## config.mk

```make
export PLATFORM = sky130hd
export DESIGN_NAME = adc_serial_port
export DESIGN_NICKNAME = d
export VERILOG_FILES = /design/src/rtl/adc_sp_pkg.sv /design/src/rtl/adc_sp_sync.sv /design/src/rtl/adc_sp_rx.sv /design/src/rtl/adc_sp_tx.sv /design/src/rtl/adc_serial_port.sv
export SDC_FILE = /design/constraint.sdc
export NUM_CORES = 1
export LEC_CHECK = 0
export BUFFER_PORTS_ARGS = -buffer_cell sky130_fd_sc_hd__buf_2
export CORE_MARGIN = 1
export CORE_UTILIZATION = 51
export DETAILED_ROUTE_END_ITERATION = 10
export GPL_ROUTABILITY_DRIVEN = 0
export PLACE_DENSITY = 0.72
export SYNTH_ARGS = -nofsm -noshare
export SYNTH_HDL_FRONTEND = slang
export SYNTH_SLANG_ARGS = --single-unit
```

## constraint.sdc

```tcl
create_clock -name clk -period 1.9 [get_ports clk]
set_clock_uncertainty 0.2 [all_clocks]
set_input_delay 0.285 -clock clk [delete_from_list [all_inputs] [get_ports clk]]
set_output_delay 0.285 -clock clk [all_outputs]
set_load 0.005 [all_outputs]
```

## src/rtl/adc_sp_pkg.sv

```systemverilog
package adc_sp_pkg;
  localparam int RES_W   = 13;
  localparam int SHORT_W = 9;
  localparam int ADDR_W  = 3;
  localparam int SYNC_N  = 2;
endpackage

```

## src/rtl/adc_sp_sync.sv

```systemverilog
module adc_sp_sync #(
  parameter int          N       = 1,
  parameter int          STAGES  = 2,
  parameter logic [N-1:0] RST_VAL = '0
) (
  input  logic         clk,
  input  logic         rst_n,
  input  logic [N-1:0] d_i,
  output logic [N-1:0] q_o
);
  for (genvar b = 0; b < N; b++) begin : g_bit
    logic [STAGES-1:0] chain_q;
    always_ff @(posedge clk or negedge rst_n) begin
      if (!rst_n) chain_q <= {STAGES{RST_VAL[b]}};
      else        chain_q <= {chain_q[STAGES-2:0], d_i[b]};
    end
    assign q_o[b] = chain_q[STAGES-1];
  end
endmodule

```

## src/rtl/adc_sp_rx.sv

```systemverilog
module adc_sp_rx #(
  parameter int RES_W   = 13,
  parameter int SHORT_W = 9,
  parameter int ADDR_W  = 3,
  localparam int CMD_W  = ADDR_W + 1,
  localparam int CNT_W  = $clog2(RES_W + 1)
) (
  input  logic              clk,
  input  logic              rst_n,
  input  logic              active_i,
  input  logic              launch_i,
  input  logic              sclk_rise_i,
  input  logic              sclk_fall_i,
  input  logic              sdi_i,
  input  logic              lock_i,
  output logic              done_o,
  output logic [ADDR_W-1:0] addr_o,
  output logic              short_o,
  output logic              start_o
);
  logic [CNT_W-1:0]  cnt_q, cnt_d;
  logic [CMD_W-1:0]  cmd_q, cmd_d;
  logic [ADDR_W-1:0] addr_q, addr_d;
  logic              short_q, short_d;
  logic              start_q, start_d;
  logic              done_q, done_d;
  logic [CNT_W-1:0]  exp_len;

  assign exp_len = short_q ? CNT_W'(SHORT_W) : CNT_W'(RES_W);

  always_comb begin
    cnt_d   = cnt_q;
    cmd_d   = cmd_q;
    addr_d  = addr_q;
    short_d = short_q;
    start_d = 1'b0;
    done_d  = 1'b0;
    if (launch_i || !active_i) begin
      cnt_d = '0;
    end else if (sclk_rise_i && (cnt_q < CNT_W'(RES_W))) begin
      cnt_d = cnt_q + 1'b1;
      if (!lock_i) begin
        for (int i = 0; i < CMD_W; i++) begin
          if (cnt_q == CNT_W'(i)) cmd_d[CMD_W-1-i] = sdi_i;
        end
      end
    end
    if (active_i && !launch_i && sclk_fall_i && (cnt_q == exp_len)) begin
      done_d = 1'b1;
      if (!lock_i) begin
        addr_d  = cmd_q[CMD_W-1 -: ADDR_W];
        short_d = cmd_q[0];
        start_d = 1'b1;
      end
    end
  end

  always_ff @(posedge clk or negedge rst_n) begin
    if (!rst_n) begin
      cnt_q   <= '0;
      cmd_q   <= '0;
      addr_q  <= '0;
      short_q <= 1'b0;
      start_q <= 1'b0;
      done_q  <= 1'b0;
    end else begin
      cnt_q   <= cnt_d;
      cmd_q   <= cmd_d;
      addr_q  <= addr_d;
      short_q <= short_d;
      start_q <= start_d;
      done_q  <= done_d;
    end
  end

  assign done_o  = done_q;
  assign addr_o  = addr_q;
  assign short_o = short_q;
  assign start_o = start_q;

  p_start_single_r6: assert property (@(posedge clk) disable iff (!rst_n)
    start_q |=> !start_q);
  p_start_unlocked_r8: assert property (@(posedge clk) disable iff (!rst_n)
    start_q |-> $past(!lock_i));
  p_cfg_hold_r7: assert property (@(posedge clk) disable iff (!rst_n)
    (!$stable(addr_q) || !$stable(short_q)) |-> start_q);
endmodule

```

## src/rtl/adc_sp_tx.sv

```systemverilog
module adc_sp_tx #(
  parameter int RES_W = 13
) (
  input  logic             clk,
  input  logic             rst_n,
  input  logic             cs_low_i,
  input  logic             cs_fall_i,
  input  logic             cs_rise_i,
  input  logic             sclk_fall_i,
  input  logic             done_i,
  input  logic             eoc_i,
  input  logic [RES_W-1:0] res_i,
  output logic             launch_o,
  output logic             active_o,
  output logic             sdo_o,
  output logic             sdo_oe_o,
  output logic             rdy_o
);
  logic [RES_W-1:0] res_q, res_d;
  logic [RES_W-1:0] sr_q, sr_d;
  logic             active_q, active_d;
  logic             launch;

  assign launch = cs_fall_i || (eoc_i && cs_low_i);

  always_comb begin
    res_d    = eoc_i ? res_i : res_q;
    sr_d     = sr_q;
    active_d = active_q;
    if (launch) begin
      sr_d     = eoc_i ? res_i : res_q;
      active_d = 1'b1;
    end else begin
      if (sclk_fall_i && active_q) sr_d = {sr_q[RES_W-2:0], 1'b0};
      if (done_i || cs_rise_i)     active_d = 1'b0;
    end
  end

  always_ff @(posedge clk or negedge rst_n) begin
    if (!rst_n) begin
      res_q    <= '0;
      sr_q     <= '0;
      active_q <= 1'b0;
    end else begin
      res_q    <= res_d;
      sr_q     <= sr_d;
      active_q <= active_d;
    end
  end

  assign launch_o = launch;
  assign active_o = active_q;
  assign rdy_o    = !active_q;
  assign sdo_oe_o = cs_low_i;
  assign sdo_o    = cs_low_i ? sr_q[RES_W-1] : 1'b0;

  p_rdy_idle_r4: assert property (@(posedge clk) disable iff (!rst_n)
    (!cs_low_i && $past(!cs_low_i)) |-> rdy_o);
  p_shift_hold_r3: assert property (@(posedge clk) disable iff (!rst_n)
    (!active_q && !launch) |=> $stable(sr_q));
  p_quiet_pad_r2: assert property (@(posedge clk) disable iff (!rst_n)
    !sdo_oe_o |-> !sdo_o);
endmodule

```

## src/rtl/adc_serial_port.sv

```systemverilog
module adc_serial_port #(
  parameter int RES_W   = adc_sp_pkg::RES_W,
  parameter int SHORT_W = adc_sp_pkg::SHORT_W,
  parameter int ADDR_W  = adc_sp_pkg::ADDR_W,
  parameter int SYNC_N  = adc_sp_pkg::SYNC_N
) (
  input  logic              clk,
  input  logic              rst_n,
  input  logic              cs_n_i,
  input  logic              sclk_i,
  input  logic              sdi_i,
  input  logic              rdonly_i,
  input  logic [RES_W-1:0]  res_i,
  input  logic              eoc_i,
  output logic              sdo_o,
  output logic              sdo_oe_o,
  output logic              rdy_o,
  output logic [ADDR_W-1:0] mux_addr_o,
  output logic              short_word_o,
  output logic              conv_start_o,
  output logic              conv_abort_o,
  output logic              res_stale_o
);
  localparam int PIN_N = 4;

  logic [PIN_N-1:0] pins_s;
  logic             cs_s, sclk_s, sdi_s, lock_s;
  logic             cs_prev_q, sclk_prev_q;
  logic             cs_fall, cs_rise, sclk_rise, sclk_fall;
  logic             launch, active, done;
  logic             busy_q, busy_d, abort_q, abort_d, stale_q, stale_d;

  adc_sp_sync #(.N(PIN_N), .STAGES(SYNC_N), .RST_VAL(4'b1000)) u_sync (
    .clk  (clk),
    .rst_n(rst_n),
    .d_i  ({cs_n_i, sclk_i, sdi_i, rdonly_i}),
    .q_o  (pins_s)
  );
  assign {cs_s, sclk_s, sdi_s, lock_s} = pins_s;

  always_ff @(posedge clk or negedge rst_n) begin
    if (!rst_n) begin
      cs_prev_q   <= 1'b1;
      sclk_prev_q <= 1'b0;
    end else begin
      cs_prev_q   <= cs_s;
      sclk_prev_q <= sclk_s;
    end
  end

  assign cs_fall   = cs_prev_q && !cs_s;
  assign cs_rise   = !cs_prev_q && cs_s;
  assign sclk_rise = !sclk_prev_q && sclk_s && !cs_s;
  assign sclk_fall = sclk_prev_q && !sclk_s && !cs_s;

  adc_sp_tx #(.RES_W(RES_W)) u_tx (
    .clk        (clk),
    .rst_n      (rst_n),
    .cs_low_i   (!cs_s),
    .cs_fall_i  (cs_fall),
    .cs_rise_i  (cs_rise),
    .sclk_fall_i(sclk_fall),
    .done_i     (done),
    .eoc_i      (eoc_i),
    .res_i      (res_i),
    .launch_o   (launch),
    .active_o   (active),
    .sdo_o      (sdo_o),
    .sdo_oe_o   (sdo_oe_o),
    .rdy_o      (rdy_o)
  );

  adc_sp_rx #(.RES_W(RES_W), .SHORT_W(SHORT_W), .ADDR_W(ADDR_W)) u_rx (
    .clk        (clk),
    .rst_n      (rst_n),
    .active_i   (active),
    .launch_i   (launch),
    .sclk_rise_i(sclk_rise),
    .sclk_fall_i(sclk_fall),
    .sdi_i      (sdi_s),
    .lock_i     (lock_s),
    .done_o     (done),
    .addr_o     (mux_addr_o),
    .short_o    (short_word_o),
    .start_o    (conv_start_o)
  );

  always_comb begin
    abort_d = cs_fall && busy_q;
    busy_d  = busy_q;
    stale_d = stale_q;
    if (conv_start_o)          busy_d = 1'b1;
    else if (eoc_i || abort_d) busy_d = 1'b0;
    if (abort_d)    stale_d = 1'b1;
    else if (eoc_i) stale_d = 1'b0;
  end

  always_ff @(posedge clk or negedge rst_n) begin
    if (!rst_n) begin
      busy_q  <= 1'b0;
      abort_q <= 1'b0;
      stale_q <= 1'b0;
    end else begin
      busy_q  <= busy_d;
      abort_q <= abort_d;
      stale_q <= stale_d;
    end
  end

  assign conv_abort_o = abort_q;
  assign res_stale_o  = stale_q;

  p_abort_marks_r11: assert property (@(posedge clk) disable iff (!rst_n)
    conv_abort_o |-> res_stale_o);
  p_abort_single_r11: assert property (@(posedge clk) disable iff (!rst_n)
    conv_abort_o |=> !conv_abort_o);
endmodule

```

Word level (Yosys, flattened, before mapping)
Index checks and enable logic that the tools add are counted.
{"block": "classes", "n_addsub": 1, "magnitude_cmp": 1, "n_eq_ne": 4, "mux": 16, "n_bitwise": 2, "reduce_logical": 34}
{"operator": "two-way mux 13 bit", "count": 3}
{"operator": "AND reduction 4 bit", "count": 4}
{"operator": "logical AND 1 bit", "count": 13}
{"operator": "two-way mux 1 bit", "count": 10}
{"operator": "nonzero test 2 bit", "count": 5}
{"operator": "== test 4 x 2 -> 1 bit, second input constant", "count": 2}
{"operator": "two-way mux 4 bit", "count": 2}
{"operator": "zero test 1 bit", "count": 6}
{"operator": "adder 4 x 1 -> 4 bit, second input constant", "count": 1}
{"operator": "== test 4 x 1 -> 1 bit, second input constant", "count": 1}
{"operator": "== test 4 bit", "count": 1}
{"operator": "zero test 4 bit", "count": 1}
{"operator": "logical OR 1 bit", "count": 4}
{"operator": "less-than comparator 4 bit, second input constant", "count": 1}
{"operator": "two-way mux 3 bit", "count": 1}
{"operator": "NOT 1 bit", "count": 2}
{"operator": "AND reduction 2 bit", "count": 1}
{"block": "word_totals", "ff_bits": 54, "out_inout_bits": 10}

Logic depth before layout (Yosys ltp)
Gate-level depths: netlist of the first run.
{"block": "depth", "depth_word": 8, "ltp_mapped": 5}

Cells and area by module
Synthesis of the first run repeated with hierarchy kept, for this count alone.
{"block": "hier_totals", "cells_unflattened": 194, "area_unflattened_um2": 2303.5}
{"module": "adc_sp_tx", "instances": 1, "cells_per_inst": 104, "area_per_inst_um2": 1149.9, "seq_area_each_um2": 675.6}
{"module": "adc_sp_rx", "instances": 1, "cells_per_inst": 63, "area_per_inst_um2": 728.2, "seq_area_each_um2": 350.3}
{"module": "adc_sp_sync", "instances": 1, "cells_per_inst": 12, "area_per_inst_um2": 232.7, "seq_area_each_um2": 202.7}
{"module": "adc_serial_port", "instances": 1, "cells_per_inst": 15, "area_per_inst_um2": 192.7, "seq_area_each_um2": 126.4}

Worst setup path before layout of the first run
OpenSTA, ideal clock, no wires.
{"block": "synth_path", "kind": "reg2reg", "start": "register u_rx.cnt_q[1]", "end": "register u_rx.addr_q[0] (netlist: u_rx.addr_o[0])", "setup_time_ns": 0.128, "arrival_ns": 1.496, "required_time_ns": 1.572, "setup_slack_ns": 0.076, "stages_incl_launch_ff": 6, "synth_period_minus_slack_ns": 1.824, "cell_sequence": "dfrtp_1 -> inv_1 -> ha_1 -> nand4bb_4 -> nor4_4 -> mux2_1"}
{"block": "synth_via", "elab_chain_len": 3}
{"element": "start: declaration", "line": "adc_sp_rx.sv:21", "rtl": "logic [CNT_W-1:0] cnt_q, cnt_d;"}
{"element": "start signal: assignment", "line": "adc_sp_rx.sv:67", "rtl": "cnt_q <= cnt_d;"}
{"element": "== test 4 bit", "line": "adc_sp_rx.sv:48", "rtl": "if (active_i && !launch_i && sclk_fall_i && (cnt_q == exp_len)) begin"}
{"element": "logical AND 1 bit", "line": "adc_sp_rx.sv:48"}
{"element": "AND reduction 2 bit (no line)"}
{"element": "end signal: assignment", "line": "adc_sp_rx.sv:69", "rtl": "addr_q <= addr_d;"}
{"element": "end: declaration", "line": "adc_sp_rx.sv:23", "rtl": "logic [ADDR_W-1:0] addr_q, addr_d;"}
No other way between the ends.
A chain may end at the register's enable or synchronous reset.

Final worst setup path of the first run
{"block": "layout_path", "start": "register u_sync.g_bit[3].chain_q[1]", "end": "register u_rx.cnt_q[3]"}
{"block": "layout_via", "elab_chain_len": 5, "elab_cells_between_ends": 9, "classes_between": "mux: 1; reduce/logical: 8"}
{"element": "start: declaration", "line": "adc_sp_sync.sv:12", "rtl": "logic [STAGES-1:0] chain_q;"}
{"element": "start signal: assignment", "line": "adc_sp_sync.sv:14", "rtl": "if (!rst_n) chain_q <= {STAGES{RST_VAL[b]}};"}
{"element": "start signal: assignment", "line": "adc_sp_sync.sv:15", "rtl": "else chain_q <= {chain_q[STAGES-2:0], d_i[b]};"}
{"element": "zero test 1 bit *", "line": "adc_serial_port.sv:51, adc_serial_port.sv:53, adc_serial_port.sv:59"}
{"element": "logical AND 1 bit (on tied branches)", "line": "adc_serial_port.sv:51, adc_sp_tx.sv:24"}
{"element": "logical OR 1 bit", "line": "adc_sp_tx.sv:24", "rtl": "assign launch = cs_fall_i || (eoc_i && cs_low_i);"}
{"element": "logical OR 1 bit", "line": "adc_sp_rx.sv:38", "rtl": "if (launch_i || !active_i) begin"}
{"element": "two-way mux 4 bit / nonzero test 2 bit (equally long branches)"}
Every way passes the cells marked *; elsewhere a longest branch is shown, timed or not.

==> results.json, run 1 <==
{
  "start_util_pct": 54.2,
  "area_growth_pct": 19.6,
  "min_path_type": "input port to register",
  "wl_met3_um": 182,
  "layout_common_cells": "50 x dfrtp_1, 30 x mux2_2, 29 x buf_2",
  "placed_cell_area_mm2": 0.00267,
  "wl_per_cell_um": 17.6,
  "ys_seq_area_share_pct": 55.9,
  "layout-drive-gt1-share_pct": 50.7,
  "synth_warnings": 0,
  "syn_nets": 193,
  "grt_max_degree": 29,
  "synth_cells": 168,
  "start_kind": "register",
  "crit_path_end_kind": "register",
  "cts_sinks": 54,
  "required_ps": 1940,
  "ant_nets": 0,
  "muxShareOfSynthArea_pct": 22.5,
  "io_pins": 30,
  "overflow": 0,
  "p_leak_nw": 1.35,
  "fill_cells": 330,
  "fmax_mhz": 536,
  "die_y_um": 71.0,
  "grt_antenna_before_repair": 0,
  "fin_cells": 265,
  "synth_fa_ha_area_share_pct": 2.58,
  "slew_headroom_pct": 74.1,
  "diodes": 0,
  "wl_met2_mm": 2.39,
  "holdWs_ps": 15.7,
  "ys_ff_latch": 54,
  "final_common_cell": "dfrtp_1",
  "nets": 238,
  "grt_pass1_vias": 1598,
  "synth-simple-area-share_pct": 10.4,
  "hold_viol": 0,
  "rows": 24,
  "drv_cap": 0,
  "top_layer_used": "met4",
  "core_mm2": 0.00447,
  "drc_errors": 0,
  "slew_viol_final": 0,
  "final_util_pct": 64.9,
  "via_count": 1496,
  "gr-usage-all-layers_pct": 20.8,
  "worstMarginPinSlew_ps": 389,
  "worstPathArrival_ps": 1910,
  "clock-root-buffer": "clkbuf_8",
  "path_clk_slew_ps": 90,
  "drt_iter0_markers": 133,
  "setup.worst_path.class": "register to register",
  "synth_area_mm2": 0.00243,
  "dieArea_mm2": 0.00504,
  "m1WireLength_mm": 1.99,
  "setup_viol": 0,
  "cts_tree": "yes",
  "avgSynthCellArea_um2": 14.4,
  "rsz0062_at_grt": "false",
  "fin_area_mm2": 0.00290,
  "dr.pass1.iters": 4,
  "worst-path-max-fanout": 6,
  "io_buffers": 29,
  "synth_xor_area_share_pct": 0.361,
  "status": "complete, no violations",
  "synth-compound-area-share_pct": 4.28,
  "period_needed_ps": 1870,
  "p_per_area_mw_per_mm2": 828,
  "synth_top_family_by_area": "multiplexers",
  "dp_cells": 250,
  "cts_made_buffers": 5,
  "synthDistinctLibCells": 40,
  "htreeDepth": 2,
  "peakVddDrop_mv": 0.527,
  "hpwl_mm": 3.09,
  "clk_latency_ps": 300,
  "dieWidth_um": 71.0,
  "clockBufferDepth": 2,
  "finalCritPeriodShare_pct": 98.2,
  "viasPerCell": 5.65,
  "wirelength_mm": 4.65,
  "grt_pass1_wl_mm": 7.94
}
critical path, stage by stage, from the launching register on:
cell	delay, ps
dfstp_2	380
buf_4	150
buf_4	140
or3b_4	420
or3_4	380
a21oi_2	140
worst paths after layout:
path                                                  from  cells past startpoint  slack, ps                          to
worst min register to register  u_sync.g_bit[1].chain_q[0]                      0        160  u_sync.g_bit[1].chain_q[1]
worst max register to register  u_sync.g_bit[3].chain_q[1]                      5         30               u_rx.cnt_q[3]
worst min-delay path                              res_i[7]                      2         20               u_tx.res_q[7]
min in group asynchronous                            rst_n                      3        310               u_tx.active_o
worst max-delay path            u_sync.g_bit[3].chain_q[1]                      5         30               u_rx.cnt_q[3]
max in group asynchronous                            rst_n                      3        900  u_sync.g_bit[3].chain_q[1]
cells in the mapped netlist (all sizes together):
master,number,area (µm²)
dfstp,3,78.8
dfrtp,51,1280
o21bai,1,7.51
mux2i,1,10.0
nor2b,1,6.26
nor4,1,21.3
and3,1,6.26
or3b,1,8.76
nor4b,4,35.0
a21oi,4,23.8
nor3b,1,12.5
nand2,2,7.51
nand3b,5,37.5
o31ai,2,15.0
nand3,5,25.0
clkbuf,1,3.75
o211ai,1,7.51
or2,1,6.26
o22ai,1,6.26
a21boi,1,7.51
or3,1,6.26
and3b,1,8.76
nand4bb,2,38.8
nor2,2,7.51
a31o,1,8.76
xnor2,1,8.76
a21o,1,7.51
inv,7,26.3
nand4,4,25.0
ha,5,62.6
buf,7,66.3
mux2,44,537
o21ai,4,20.0
layer usage:
metal	global-route usage, %	vias to the layer above
li1	-	689
met1	25.9	745
met2	36.4	47
met3	3.99	15
met4	7.11	0
met5	0	-
logic make-up after synthesis:
| group | Yosys count |
|---|---|
| compound gates | 16 |
| xor+xnor | 1 |
| simple gates | 32 |
| mux | 45 |
| buf+inv | 15 |
| flops | 54 |
| fa+ha+maj | 5 |
stage by stage:
stage	setup slack, ps	power [mW]	TNS, ps
after global routing	7.42	2.52	0
final	33.4	2.40	0
after CTS	1.91	2.42	0
after detailed placement	-94.3	1.78	-270
after floorplan	76.4	1.65	0
after global placement	-30.6	1.75	-81.2
layout make-up:
cell class	count	area (µm²)	area share (%)
inverter	7	26.3	0.905
clock buffer	5	68.8	2.37
clock inverter	2	13.8	0.474
tap	52	65.1	2.24
timing repair buffer	46	343	11.8
sequential	54	1360	46.7
multi-input combinational	99	1030	35.5
state kept, by name (all words and copies together), names as in the netlist, 3 cells and up:
| name | flops |
|---|---|
| u_rx.addr_o | 3 |
| u_rx.cmd_q | 4 |
| u_rx.cnt_q | 4 |
| u_sync.g_bit.chain_q | 8 |
| u_tx.res_q | 13 |
| u_tx.sr_q | 13 |
power by group:
group          total [mW]  leakage, nW  internal, mW  switching (mW)
clock network       0.622       0.0444         0.255           0.366
logic               0.412        0.643         0.262           0.150
registers            1.37        0.660          1.29          0.0783
repair_timing:
action                                 CTS  global route
resized for setup                        3             9
endpoints found under the hold margin   55             0
hold buffers                             5             0
setup endpoints to repair               14             7
gates cloned                             1             0
buffers inserted                         2             0
pin swaps                                1             1
Power figures use the tool's default switching activity.
==> run 2, diff against run 1 <==
--- a/config.mk
+++ b/config.mk
@@ -7,6 +7,7 @@
 export LEC_CHECK = 0
-export BUFFER_PORTS_ARGS = -buffer_cell sky130_fd_sc_hd__buf_2
+export ABC_AREA = 1
 export CORE_MARGIN = 1
-export CORE_UTILIZATION = 51
+export CORE_UTILIZATION = 56
 export DETAILED_ROUTE_END_ITERATION = 10
+export DONT_BUFFER_PORTS = 1
 export GPL_ROUTABILITY_DRIVEN = 0
--- a/constraint.sdc
+++ b/constraint.sdc
@@ -4,2 +4,2 @@
 set_output_delay 0.285 -clock clk [all_outputs]
-set_load 0.005 [all_outputs]
+set_load 0.05 [all_outputs]
==> run 2 against run 1 <==
Sequential share of layout area is 2.2 points higher. Cell count grew 27%. Combinational power fell by 18%. Global-route usage grew 0.27 points. Synthesized cell count increased by 55%. Critical path depth is 2 higher. Hold slack better by 79 ps. Sequential power down 4%. Die area is 10% lower. Clock power up 23%. Register-to-register slack improved by 220 ps.
==> results.json, run 2 <==
{
  "rows": 23,
  "p_leak_nw": 1.42,
  "placed_cell_area_mm2": 0.00244,
  "nets": 311,
  "reg2reg_from": "u_sync.g_bit[3].chain_q[1]",
  "cp_slowest_cell": "dfstp_2",
  "holdPathEnd": "u_tx.sr_q[5]",
  "setup_viol": 0,
  "wl_per_cell_um": 12.3,
  "avgSynthCellArea_um2": 9.19,
  "finalCritPeriodShare_pct": 86.7,
  "cts_sinks": 54,
  "p_per_area_mw_per_mm2": 872,
  "synthDistinctLibCells": 26,
  "ys_ff_latch": 54,
  "path_buf_inv": 1,
  "core_mm2": 0.00406,
  "worst_r2r_endpoint": "u_rx.addr_o[0]",
  "final_util_pct": 68.3,
  "yosysTopAreaCell": "dfrtp_1",
  "dr.pass1.iters": 4,
  "ys_top_cells_by_count": "89 x nand2_1, 51 x dfrtp_1, 20 x nand3_1",
  "gr-usage-all-layers_pct": 21.1,
  "holdWs_ps": 94.8,
  "start_kind": "register",
  "fin_area_mm2": 0.00277,
  "peakVddDrop_mv": 0.555,
  "synthFlopType": "dfrtp_1",
  "via_count": 1678,
  "layout_common_cells": "89 x nand2_1, 51 x dfrtp_1, 20 x nand3_1",
  "path_cells": "inv_2 > nand2_2 > nand3_2 > nor2_4 > nand3_2 > nand2_1 > nand2_1",
  "status": "complete, no violations",
  "async_flop_share_pct": 100,
  "fmax_mhz": 607,
  "grt_pass1_vias": 1536,
  "period_needed_ps": 1650,
  "synth_area_leaders": "dfrtp_1 53%, nand2_1 14%, nand3_1 4.2%",
  "slew_headroom_pct": 67.5,
  "drc_errors": 0,
  "layout-drive-gt1-share_pct": 15.3,
  "ys_seq_area_share_pct": 56.7,
  "die_y_um": 67.3,
  "synth_cells": 260,
  "worstMarginPinSlew_ps": 488,
  "area_growth_pct": 16.0,
  "path_clk_slew_ps": 100,
  "drt_iter0_markers": 73,
  "overflow": 0,
  "reg.largest.list": "u_tx.res_q (13), u_tx.sr_q (13), u_sync.g_bit.chain_q (8)",
  "hpwl_mm": 2.75,
  "setup_tns_ps": 0,
  "required_ps": 1900,
  "io_buffers": 0,
  "drv_cap": 0,
  "clockBufferDepth": 2,
  "min_path_type": "input port to register",
  "reg2reg_setup_slack_ps": 250,
  "hold_viol": 0,
  "grt_antenna_before_repair": 0,
  "start_util_pct": 58.9,
  "synth_warnings": 0,
  "synth_top_area_share_pct": 53.4,
  "htreeDepth": 2,
  "max_stage_delay_ps": 570,
  "setup.worst_path.class": "register to register",
  "synth_edf_count": 0,
  "crit_family": "simple AND/OR/NAND/NOR gates",
  "final_common_cell": "nand2_1",
  "clock-root-buffer": "clkbuf_8",
  "rsz0062_at_grt": "false",
  "grt_max_degree": 55,
  "r2r_cells": 7,
  "synth_area_mm2": 0.00239,
  "clk_latency_ps": 320,
  "hold_depth": 4,
  "viasPerCell": 4.98,
  "worstPathArrival_ps": 1650,
  "dieWidth_um": 67.3,
  "cts_made_buffers": 5,
  "io_pins": 30,
  "syn_nets": 285,
  "dieArea_mm2": 0.00453,
  "hold_start": "res_i[5]",
  "ant_nets": 0,
  "cts_tree": "yes",
  "wirelength_mm": 4.15,
  "crit_path_end_kind": "register",
  "worst-path-max-fanout": 6,
  "synth_most_common_cell": "nand2_1",
  "grt_pass1_wl_mm": 6.87,
  "slew_viol_final": 0,
  "fin_total_pwr_mw": 2.42,
  "diodes": 0
}
-- run 2: cell count changes after synthesis, sizes merged, moves of 4 or more --
cell,previous run,this run
a21oi,4,0
inv,7,24
mux2,44,0
nand2,2,95
nand3,5,22
nand3b,5,0
nor2,2,17
nor4b,4,0
o21ai,4,27
-- run 2: cell type report --
type                    instances  area, µm²
clock buffers                   5       68.8
clock inverters                 3       45.0
fillers                       316       1290
inverters                      24       97.6
multi-input cells             175        877
flip-flops and latches         54       1360
well taps                      50       62.6
repair buffers                 26        265
-- run 2: how the worst max path moves through the flow --
stage / start / endpoint / slack [ps] / depth (start not counted)
global route: u_rx.cnt_q[0] / u_rx.cnt_q[3] / 60 / 9
finish: u_sync.g_bit[3].chain_q[1] / u_rx.addr_o[0] / 250 / 7
global placement: u_sync.g_bit[3].chain_q[1] / u_rx.addr_o[0] / 280 / 7
CTS: eoc_i / u_tx.res_q[5] / 70 / 4
floorplan: u_rx.short_o / u_rx.short_o / 240 / 7
detailed placement: u_sync.g_bit[3].chain_q[1] / u_tx.sr_q[7] / 250 / 6
-- run 2: metrics by stage --
step                      cells  setup slack, ps
final                       337              252
after global routing        337             59.0
after CTS                   337             70.6
after detailed placement    309              254
after global placement      309              282
after floorplan             260              244
-- run 2: report_power, final --
| part | switching [mW] | internal [mW] | total, mW |
|---|---|---|---|
| sequential | 0.0553 | 1.26 | 1.31 |
| combinational | 0.210 | 0.129 | 0.339 |
| clock | 0.376 | 0.392 | 0.768 |
-- run 2: cells by family (layout without fill, tap and decap cells) --
kind of cell	after synthesis	in the layout	share of synthesized area (%)
buffers and inverters	31	58	6.55
adders and majority gates	5	5	2.62
DFF	54	54	56.7
and+or+nand+nor	139	139	25.3
xor gates and xnor gates	2	2	0.734
AOI/OAI and AO/OA	29	29	8.07
-- run 2: what timing repair did --
item	4_1_cts	5_1_grt
endpoints found under the setup margin	0	1
resized for setup	0	1
endpoints found under the hold margin	71	0
hold buffers	20	0
setup buffers	0	0
-- run 2: per-layer routing --
metal	up-vias	routed length [µm]	GRT usage, %
met3	5	174	6.08
met5	-	0	0
met2	32	1910	32.6
li1	875	-	-
met4	0	66	7.98
met1	766	2000	27.9
-- run 2: tightest hold or removal path, stage by stage --
cell,delay (ps)
nand2_1,60
nand3_1,70
o21ai_0,100
o21ai_1,70
==> run 3, diff against run 2 <==
Settings changed: PLACE_DENSITY 0.72 to 0.8.
==> run 3 against run 2 <==
Die area is the same. Via count grew 1.3%. Clock power shrank 3.4%. Highest routed layer unchanged.
==> results.json, run 3 (synthesized netlist as in run 2, its figures left out) <==
{
  "status": "complete, no violations",
  "combPwrFrac_pct": 14.1,
  "dp_cells": 307,
  "placed_cell_area_mm2": 0.00242,
  "clockBufferDepth": 2,
  "cts_setup_buffers": 0,
  "dp_slack_ps": 194,
  "p_int_mw": 1.77,
  "drc_errors": 0,
  "drv_cap": 0,
  "wl_met2_mm": 2.25,
  "nets": 309,
  "hpwl_mm": 2.94,
  "fin_cells": 335,
  "cts_sinks": 54,
  "max_stage_delay_ps": 580,
  "fin_area_mm2": 0.00275,
  "setup_viol": 0,
  "worstMarginPinSlew_ps": 521,
  "clock-root-buffer": "clkbuf_8",
  "hold_viol": 0,
  "rsz0062_at_grt": "false",
  "period_needed_ps": 1730,
  "grt_pass1_vias": 1609,
  "drt_iter0_markers": 114,
  "grt_antenna_before_repair": 0,
  "peakVddDrop_mv": 0.431,
  "wirelength_mm": 4.35,
  "top_layer_used": "met4",
  "diodes": 0,
  "wl_per_cell_um": 13.0,
  "wl_met3_um": 171,
  "seq_power_share_pct": 54.9,
  "required_ps": 1950,
  "gr-usage-all-layers_pct": 21.4,
  "worstPathArrival_ps": 1780,
  "dr.pass1.iters": 4,
  "worst-path-max-fanout": 24,
  "dieArea_mm2": 0.00453,
  "clkPwrFrac_pct": 31.0,
  "setup_tns_ps": 0,
  "reg.largest.list": "u_tx.res_q (13), u_tx.sr_q (13), u_sync.g_bit.chain_q (8)",
  "m1WireLength_mm": 1.87,
  "crit_path_frequent_cell": "nand2_4",
  "setup.worst_path.class": "register to register",
  "io_pins": 30,
  "setup_slack_ps": 172,
  "ant_nets": 0,
  "finalCritPeriodShare_pct": 91.0,
  "io_buffers": 0,
  "p_leak_nw": 1.42,
  "final_common_cell": "nand2_1",
  "path_cells": "inv_2 > nand2_2 > nand2_4 > inv_4 > nand2_4 > inv_6 > nand2_1 > o21ai_2",
  "clk_latency_ps": 310,
  "viasPerCell": 5.07,
  "die_y_um": 67.3,
  "cp_slowest_cell": "dfstp_2",
  "grt_pass1_wl_mm": 6.97,
  "grt_max_degree": 55,
  "layout_common_cells": "89 x nand2_1, 51 x dfrtp_1, 20 x nand3_1",
  "crit_path_end_kind": "register",
  "slew_viol_final": 0,
  "area_growth_pct": 15.2,
  "rows": 23,
  "cts_tree": "yes",
  "overflow": 0,
  "htreeDepth": 2,
  "switching_share_pct": 26.1,
  "p_per_area_mw_per_mm2": 870,
  "p_sw_mw": 0.625,
  "fmax_mhz": 579,
  "slew_headroom_pct": 65.3,
  "cts_made_buffers": 5,
  "core_mm2": 0.00406,
  "layout-drive-gt1-share_pct": 14.7,
  "fin_total_pwr_mw": 2.39,
  "path_clk_slew_ps": 100,
  "dieWidth_um": 67.3,
  "via_count": 1699,
  "min_path_type": "input port to register",
  "start_kind": "register",
  "start_util_pct": 58.9
}
-- run 3: metal layers --
layer / GRT usage [%] / vias up
met3: 5.57 / 8
met2: 37.8 / 36
met5: 0 / -
met1: 24.3 / 781
met4: 8.78 / 0
li1: - / 874
-- run 3: final cells by class --
type                            instances  area [µm²]
Sequential cell                        54        1360
Fill cell                             304        1310
Multi-Input combinational cell        175         877
Timing Repair Buffer                   24         250
Inverter                               24        97.6
Clock buffer                            5        68.8
Tap cell                               50        62.6
Clock inverter                          3        40.0
-- run 3: repair_timing --
action / CTS / global route
resized for setup: 0 / 1
setup endpoints to repair: 0 / 1
endpoints found under the hold margin: 71 / 0
hold buffers: 20 / 0
-- run 3: worst max-delay path: cells and delay by family, from the launching register on --
kind	cells	cell delay [ps]
AOI/OAI and AO/OA	1	70
and+or+nand+nor	4	450
buffers and inverters	3	380
DFF	1	580
-- run 3: per-stage QoR --
stage	hold WS [ps]	util, %
floorplan	-211	-
global placement	-209	59.7
detailed placement	-209	59.7
CTS	79.2	67.7
global route	92.4	67.8
finish	96.6	67.8
-- run 3: power by group through the flow --
stage	clock [mW]	combinational, mW	sequential [mW]
final	0.742	0.337	1.31
after floorplan	0	0.249	1.32
after global routing	0.821	0.380	1.33
after global placement	0	0.265	1.33
after detailed placement	0	0.277	1.34
after CTS	0.768	0.341	1.32
-- run 3: final timing paths --
kind	start	to	slack, ps	depth (start not counted)
worst max-delay path	u_sync.g_bit[3].chain_q[1]	u_tx.sr_q[11]	170	8
max in group asynchronous	rst_n	u_sync.g_bit[3].chain_q[0]	940	2
min in group asynchronous	rst_n	u_tx.sr_q[1]	270	2
worst min-delay path	res_i[8]	u_tx.sr_q[8]	100	4
worst max register to register	u_sync.g_bit[3].chain_q[1]	u_tx.sr_q[11]	170	8
worst min register to register	u_sync.g_bit[2].chain_q[0]	u_sync.g_bit[2].chain_q[1]	150	0
